$ cat src/rtl/acc_ctl_pkg.sv
package acc_ctl_pkg;
  localparam int unsigned FLAG_N = 4;
  // flag index order inside the block
  localparam int unsigned FL_END = 0;
  localparam int unsigned FL_RAM = 1;
  localparam int unsigned FL_ADR = 2;
  localparam int unsigned FL_OPE = 3;
  // bit position of each flag / enable in the status, control and clear words
  localparam int unsigned FLAG_POS [FLAG_N] = '{17, 19, 20, 21};
  localparam int unsigned EN_BIT    = 0;
  localparam int unsigned START_BIT = 1;
  localparam int unsigned OP_LSB    = 8;
  localparam int unsigned RDY_BIT   = 0;
  localparam int unsigned BUSY_BIT  = 16;

  typedef enum logic [1:0] {
    SEQ_IDLE  = 2'd0,
    SEQ_RUN   = 2'd1,
    SEQ_ABORT = 2'd2
  } seq_st_t;
endpackage

$ cat src/rtl/acc_op_check.sv
module acc_op_check #(
  parameter int unsigned OP_W = 6,
  parameter logic [2**OP_W-1:0] LEGAL_MASK = '1,
  parameter logic [OP_W-1:0] LIM_OP = '0
) (
  input  logic [OP_W-1:0] wr_op_i,
  input  logic [OP_W-1:0] held_op_i,
  input  logic            lim_i,
  output logic            wr_ok_o,
  output logic            held_ok_o
);
  function automatic logic code_allowed(input logic [OP_W-1:0] op, input logic lim);
    if (lim) return op == LIM_OP;
    return LEGAL_MASK[op];
  endfunction

  assign wr_ok_o   = code_allowed(wr_op_i, lim_i);
  assign held_ok_o = code_allowed(held_op_i, lim_i);
endmodule

$ cat src/rtl/acc_seq.sv
module acc_seq
  import acc_ctl_pkg::*;
#(
  parameter int unsigned ABORT_CYC = 2
) (
  input  logic clk,
  input  logic rst_n,
  input  logic start_go_i,
  input  logic start_bad_i,
  input  logic eng_done_i,
  output logic busy_o,
  output logic eng_start_o,
  output logic done_evt_o,
  output logic abort_evt_o
);
  localparam int unsigned CNT_W = $clog2(ABORT_CYC + 1);

  seq_st_t          st_q;
  logic [CNT_W-1:0] cnt_q;

  assign busy_o      = (st_q != SEQ_IDLE);
  assign done_evt_o  = (st_q == SEQ_RUN) && eng_done_i;
  assign abort_evt_o = (st_q == SEQ_ABORT) && (cnt_q == CNT_W'(1));

  always_ff @(posedge clk or negedge rst_n) begin
    if (!rst_n) begin
      st_q        <= SEQ_IDLE;
      cnt_q       <= '0;
      eng_start_o <= 1'b0;
    end else begin
      eng_start_o <= 1'b0;
      case (st_q)
        SEQ_IDLE: begin
          if (start_go_i) begin
            st_q        <= SEQ_RUN;
            eng_start_o <= 1'b1;
          end else if (start_bad_i) begin
            st_q  <= SEQ_ABORT;
            cnt_q <= CNT_W'(ABORT_CYC);
          end
        end
        SEQ_RUN: begin
          if (eng_done_i) st_q <= SEQ_IDLE;
        end
        SEQ_ABORT: begin
          cnt_q <= cnt_q - CNT_W'(1);
          if (cnt_q == CNT_W'(1)) st_q <= SEQ_IDLE;
        end
        default: st_q <= SEQ_IDLE;
      endcase
    end
  end
endmodule

$ cat src/rtl/acc_flag_bank.sv
module acc_flag_bank #(
  parameter int unsigned N = 4
) (
  input  logic         clk,
  input  logic         rst_n,
  input  logic [N-1:0] set_i,
  input  logic [N-1:0] clr_i,
  input  logic [N-1:0] ie_i,
  output logic [N-1:0] flags_o,
  output logic         irq_o
);
  for (genvar g = 0; g < N; g++) begin : g_flag
    always_ff @(posedge clk or negedge rst_n) begin
      if (!rst_n)        flags_o[g] <= 1'b0;
      else if (set_i[g]) flags_o[g] <= 1'b1;
      else if (clr_i[g]) flags_o[g] <= 1'b0;
    end
  end

  assign irq_o = |(flags_o & ie_i);
endmodule

$ cat src/rtl/acc_ctl_front.sv
module acc_ctl_front
  import acc_ctl_pkg::*;
#(
  parameter int unsigned OP_W = 6,
  parameter logic [2**OP_W-1:0] LEGAL_MASK = 64'h0000_0070_0000_FFFF,
  parameter logic [OP_W-1:0] LIM_OP = 6'h26,
  parameter int unsigned ABORT_CYC = 2,
  parameter int unsigned ADDR_W = 4
) (
  input  logic              clk,
  input  logic              rst_n,
  input  logic              bus_sel,
  input  logic              bus_wr,
  input  logic [ADDR_W-1:0] bus_addr,
  input  logic [31:0]       bus_wdata,
  output logic [31:0]       bus_rdata,
  input  logic              lim_mode_i,
  input  logic              init_rdy_i,
  input  logic              rng_ok_i,
  input  logic              eng_done_i,
  input  logic              ram_err_i,
  input  logic              addr_err_i,
  output logic              eng_start_o,
  output logic [OP_W-1:0]   eng_opcode_o,
  output logic              busy_o,
  output logic              irq_o
);
  localparam logic [ADDR_W-1:0] OFS_CTRL = ADDR_W'(0);
  localparam logic [ADDR_W-1:0] OFS_STAT = ADDR_W'(4);
  localparam logic [ADDR_W-1:0] OFS_CLR  = ADDR_W'(8);

  // held control state
  logic              en_q;
  logic [OP_W-1:0]   op_q;
  logic [FLAG_N-1:0] ie_q;
  logic [OP_W-1:0]   eng_op_q;

  // decoded bus events
  logic ctrl_wr, clr_wr;
  logic new_en;
  logic [OP_W-1:0] new_op;
  logic [FLAG_N-1:0] new_ie, clr_bits;

  // named internal events
  logic wr_ok, held_ok;
  logic op_wr_err;
  logic [OP_W-1:0] op_next;
  logic op_next_ok;
  logic start_req, start_go, start_bad;
  logic done_evt, abort_evt;
  logic [FLAG_N-1:0] flag_set, flags;
  logic init_ok;
  logic [31:0] ctrl_rd, stat_rd;
  logic wdata_unused;

  assign ctrl_wr = bus_sel && bus_wr && (bus_addr == OFS_CTRL);
  assign clr_wr  = bus_sel && bus_wr && (bus_addr == OFS_CLR);
  assign new_en  = bus_wdata[EN_BIT];
  assign new_op  = bus_wdata[OP_LSB +: OP_W];

  for (genvar g = 0; g < FLAG_N; g++) begin : g_bits
    assign new_ie[g]   = bus_wdata[FLAG_POS[g]];
    assign clr_bits[g] = clr_wr && bus_wdata[FLAG_POS[g]];
  end

  assign wdata_unused = ^{bus_wdata[31:22], bus_wdata[18], bus_wdata[16:14], bus_wdata[7:2]};

  acc_op_check #(
    .OP_W(OP_W), .LEGAL_MASK(LEGAL_MASK), .LIM_OP(LIM_OP)
  ) i_op_check (
    .wr_op_i  (new_op),
    .held_op_i(op_q),
    .lim_i    (lim_mode_i),
    .wr_ok_o  (wr_ok),
    .held_ok_o(held_ok)
  );

  // a checked write only rejects a code that differs from the held one
  assign op_wr_err  = ctrl_wr && new_en && (new_op != op_q) && !wr_ok;
  assign op_next    = (ctrl_wr && !op_wr_err) ? new_op : op_q;
  assign op_next_ok = (ctrl_wr && !op_wr_err) ? wr_ok : held_ok;

  assign start_req = ctrl_wr && bus_wdata[START_BIT] && new_en && !busy_o;
  assign start_go  = start_req && op_next_ok;
  assign start_bad = start_req && !op_next_ok;

  always_ff @(posedge clk or negedge rst_n) begin
    if (!rst_n) begin
      en_q     <= 1'b0;
      op_q     <= '0;
      ie_q     <= '0;
      eng_op_q <= '0;
    end else begin
      if (ctrl_wr) begin
        en_q <= new_en;
        ie_q <= new_ie;
        op_q <= op_next;
      end
      if (start_go) eng_op_q <= op_next;
    end
  end

  assign eng_opcode_o = eng_op_q;

  acc_seq #(.ABORT_CYC(ABORT_CYC)) i_seq (
    .clk        (clk),
    .rst_n      (rst_n),
    .start_go_i (start_go),
    .start_bad_i(start_bad),
    .eng_done_i (eng_done_i),
    .busy_o     (busy_o),
    .eng_start_o(eng_start_o),
    .done_evt_o (done_evt),
    .abort_evt_o(abort_evt)
  );

  always_comb begin
    flag_set         = '0;
    flag_set[FL_END] = done_evt;
    flag_set[FL_RAM] = ram_err_i;
    flag_set[FL_ADR] = addr_err_i;
    flag_set[FL_OPE] = op_wr_err || abort_evt;
  end

  acc_flag_bank #(.N(FLAG_N)) i_flags (
    .clk    (clk),
    .rst_n  (rst_n),
    .set_i  (flag_set),
    .clr_i  (clr_bits),
    .ie_i   (ie_q),
    .flags_o(flags),
    .irq_o  (irq_o)
  );

  assign init_ok = init_rdy_i && rng_ok_i;

  always_comb begin
    ctrl_rd                     = '0;
    ctrl_rd[EN_BIT]             = en_q;
    ctrl_rd[OP_LSB +: OP_W]     = op_q;
    stat_rd                     = '0;
    stat_rd[RDY_BIT]            = init_ok;
    stat_rd[BUSY_BIT]           = busy_o;
    for (int i = 0; i < FLAG_N; i++) begin
      ctrl_rd[FLAG_POS[i]] = ie_q[i];
      stat_rd[FLAG_POS[i]] = flags[i];
    end
  end

  always_comb begin
    bus_rdata = '0;
    if (bus_sel && !bus_wr) begin
      if (bus_addr == OFS_CTRL)      bus_rdata = ctrl_rd;
      else if (bus_addr == OFS_STAT) bus_rdata = stat_rd;
    end
  end
endmodule

$ cat config.mk
export PLATFORM = sky130hd
export DESIGN_NAME = acc_ctl_front
export DESIGN_NICKNAME = d
export VERILOG_FILES = /design/src/rtl/acc_ctl_pkg.sv /design/src/rtl/acc_op_check.sv /design/src/rtl/acc_seq.sv /design/src/rtl/acc_flag_bank.sv /design/src/rtl/acc_ctl_front.sv
export SDC_FILE = /design/constraint.sdc
export NUM_CORES = 1
export LEC_CHECK = 0
export CORE_MARGIN = 2
export CORE_UTILIZATION = 39
export CTS_CLUSTER_SIZE = 16
export DETAILED_ROUTE_END_ITERATION = 7
export PLACE_DENSITY_LB_ADDON = 0.05
export SLEW_MARGIN = 0
export SYNTH_ARGS = -nofsm -noshare
export SYNTH_HDL_FRONTEND = slang
export SYNTH_SLANG_ARGS = --single-unit
$ cat constraint.sdc
create_clock -name clk -period 2.6 [get_ports clk]
set_input_delay 0.52 -clock clk [delete_from_list [all_inputs] [get_ports clk]]
set_output_delay 0.52 -clock clk [all_outputs]
set_load 0.01 [all_outputs]
==> impl_metrics.json <==
{
  "cts_setup_buffers": 0,
  "drc": 0,
  "drive_above_1_share_pct": 22.81,
  "worst_ep_arrival_time_ns": 2.03,
  "ff2ff_path_depth": 6,
  "endpoint_kind": "primary output",
  "clockPowerShare_pct": 30.2,
  "vdd_drop_max_uv": 269.2,
  "comb_power_share_pct": 24.5,
  "min_to": "en_q$_DFFE_PN0N_",
  "die_area_um2": 4536,
  "r2r-end": "eng_opcode_o[1]$_DFFE_PN0P_",
  "r2r-start": "op_q[5]$_DFFE_PN0N_",
  "critPathKind": "in -> out",
  "start_util_pct": 39.70,
  "synth_cells": 162,
  "timing.reg2reg.setup_slack_ns": 0.44,
  "switching_share_pct": 27.24,
  "yosys_warnings": 0,
  "dp_cells": 274,
  "die_w_um": 67.35,
  "numCtsBuffers": 3,
  "grt_pass1_vias": 1368,
  "met3WireLength_um": 189,
  "max-clock-path-buffers": 2,
  "grt_pass1_wl_um": 6009,
  "grt_antenna_before_repair": 0,
  "nets": 276,
  "drt-total-wl_um": 3639,
  "via_per_inst": 4.612,
  "fmaxAchievable_ghz": 0.3927,
  "highest_layer": "met4",
  "p_per_area_nw_per_um2": 513.8,
  "ant_nets": 0,
  "grt_use_total_pct": 17.46,
  "intPower_uw": 817.6,
  "postCtsHoldBufs": 0,
  "p_sw_uw": 306.1,
  "dp_hpwl_um": 2829,
  "dr_wl_met2_um": 1855,
  "final-setup-viol-count": 0,
  "slew_viol_final": 0,
  "critPathMaxFanout": 5,
  "fin_cells": 278,
  "power_frac_seq_pct": 45.3,
  "setup_ws_ns": 0.05368,
  "required_ns": 2.08,
  "fin_worst_skew_ns": 0.004282,
  "synthDistinctLibCells": 39,
  "routedWlPerCell_um": 13.09,
  "wl_met1_um": 1555,
  "port_buffers": 46,
  "diodes": 0,
  "clock_latency_ns": 0.28,
  "clk_pin_slew_ns": 0.09,
  "post-route-period-util_pct": 97.94,
  "hold_path_depth": 2,
  "io_pins": 87,
  "synth_area_per_cell_um2": 9.662,
  "leakagePower_nw": 1.064,
  "worstHoldPathType": "reg -> reg",
  "cts_tree": "done",
  "drt_iter0_drc": 62,
  "status": "finished clean",
  "htreeDepth": 1,
  "period_minus_slack_ns": 2.546,
  "rows": 23,
  "finalHoldViolCount": 0,
  "die_h_um": 67.35,
  "drt-pass1-iter-count": 4,
  "grt_start_max_net_pins": 27,
  "synth-seq-cells": 26,
  "clock_sinks": 26,
  "routed-via-count": 1282,
  "area_growth_pct": 39.73,
  "synthesis.area_um2": 1565,
  "dp_slack_ns": -0.4216,
  "drv_cap": 0,
  "core_um2": 3943,
  "cts_root_buf": "clkbuf_8",
  "cp-start-kind": "primary input",
  "rsz0062_at_grt": "no",
  "p_total_mw": 1.124,
  "min-delay-start": "en_q$_DFFE_PN0N_",
  "gp_congestion": 0.8052,
  "yosysSeqAreaShare_pct": 41.57,
  "overflow": 0
}
-- flip-flops by register name (all words and copies together), names as in the netlist --
signal,cells
i_flags.flags_o,4
i_seq.cnt_q,2
op_q,6
en_q,1
ie_q,4
i_seq.eng_start_o,1
i_seq.st_q,2
eng_opcode_o,6
-- layout make-up --
type | instances | area (µm²)
clock buffers | 3 | 41.29
flip-flops and latches | 26 | 650.6
inverters | 7 | 26.28
well taps | 50 | 62.56
fillers | 359 | 1755
repair buffers | 67 | 576.8
multi-input cells | 124 | 799.5
clock inverters | 1 | 30.03
-- cells in the final DEF (no fill, tap or decap), drive strengths merged, types with 5 or more instances in the layout --
cell type / count
o21ai: 5
clkbuf: 11
dfrtp: 26
mux2i: 6
nor2: 9
conb: 20
clkdlybuf4s50: 34
nand2: 29
buf: 21
mux2: 10
inv: 7
-- how the worst max path moves through the flow --
stage | from | end | slack, ns | depth (start not counted)
after global placement | bus_addr[1] | bus_rdata[13] | -0.37 | 7
after global routing | bus_addr[1] | bus_rdata[12] | 0.003 | 6
final | bus_addr[1] | bus_rdata[16] | 0.05 | 6
after floorplan | bus_wr | eng_opcode_o[2]$_DFFE_PN0P_ | 0.48 | 7
after CTS | bus_addr[1] | bus_rdata[19] | 0.002 | 7
after detailed placement | bus_addr[1] | bus_rdata[13] | -0.42 | 7
-- cell usage after synthesis (all sizes together) --
library cell / n / area share (%)
a21o: 2 / 0.96
a21oi: 1 / 0.32
a22oi: 2 / 0.96
a31o: 1 / 0.56
a31oi: 1 / 0.40
a32oi: 1 / 0.56
and2: 4 / 1.7
and4b: 1 / 0.72
buf: 22 / 11
clkbuf: 2 / 0.48
conb: 1 / 0.24
dfrtp: 26 / 42
ha: 1 / 0.80
inv: 7 / 1.7
mux2: 10 / 9.1
mux2i: 6 / 3.8
nand2: 29 / 7.0
nand2b: 2 / 0.80
nand3: 4 / 1.3
nand4: 1 / 0.40
nand4b: 1 / 0.56
nor2: 9 / 2.2
nor2b: 4 / 1.8
nor3: 2 / 0.64
nor3b: 2 / 0.96
nor4: 1 / 0.80
o2111ai: 1 / 0.56
o211ai: 1 / 0.48
o21ai: 5 / 1.6
o21bai: 1 / 0.48
o221a: 1 / 0.72
o22ai: 3 / 1.2
or3: 1 / 0.40
xnor2: 2 / 1.1
xor2: 4 / 2.2
-- timing repair --
| item | 4_1_cts | 5_1_grt |
|---|---|---|
| setup endpoints to repair | 12 | 11 |
| pin swaps | 0 | 0 |
| resized for setup | 18 | 18 |
-- worst max-delay path, cell delays in order --
cell	delay, ns
clkdlybuf4s50_1	0.41
nor2_2	0.13
nand2_1	0.08
or3_4	0.39
nor3b_2	0.23
clkdlybuf4s15_1	0.26
-- metrics by stage --
step	cell area, µm²	hold slack [ns]	util [%]	setup TNS, ns
after floorplan	1637	0.2244	-	0
after global placement	2137	0.4679	54.21	-4.200
after detailed placement	2137	0.4835	54.21	-4.733
after CTS	2215	0.5048	56.17	0
after global routing	2187	0.5141	55.47	0
final	2187	0.4983	55.47	0
-- power by group through the flow --
stage	Clock [mW]	Sequential, mW	Combinational (mW)
4_1_cts	0.349	0.509	0.280
3_5_place_dp	0	0.517	0.277
3_3_place_gp	0	0.514	0.271
6_report	0.340	0.508	0.276
2_1_floorplan	0	0.505	0.181
5_1_grt	0.361	0.516	0.312
-- per-layer routing --
metal	GRT usage (%)	up-vias
met5	0	-
met4	6.122	0
met3	2.500	4
met2	31.56	39
met1	21.05	603
li1	-	636
-- kinds of logic (layout without fill, tap and decap cells) --
group / after synthesis / count (layout) / synth area share [%]
flip-flops: 26 / 26 / 41.57
other: 1 / 20 / 0.2396
adder cells (fa/ha/maj): 1 / 1 / 0.7992
AND/OR/NAND/NOR: 61 / 61 / 19.10
XOR/XNOR: 6 / 6 / 3.357
buffers and inverters: 31 / 78 / 13.19
multiplexers: 16 / 16 / 12.95
AO/OA/AOI/OAI: 20 / 20 / 8.793
Note: power is estimated with default switching activity, not from simulation.
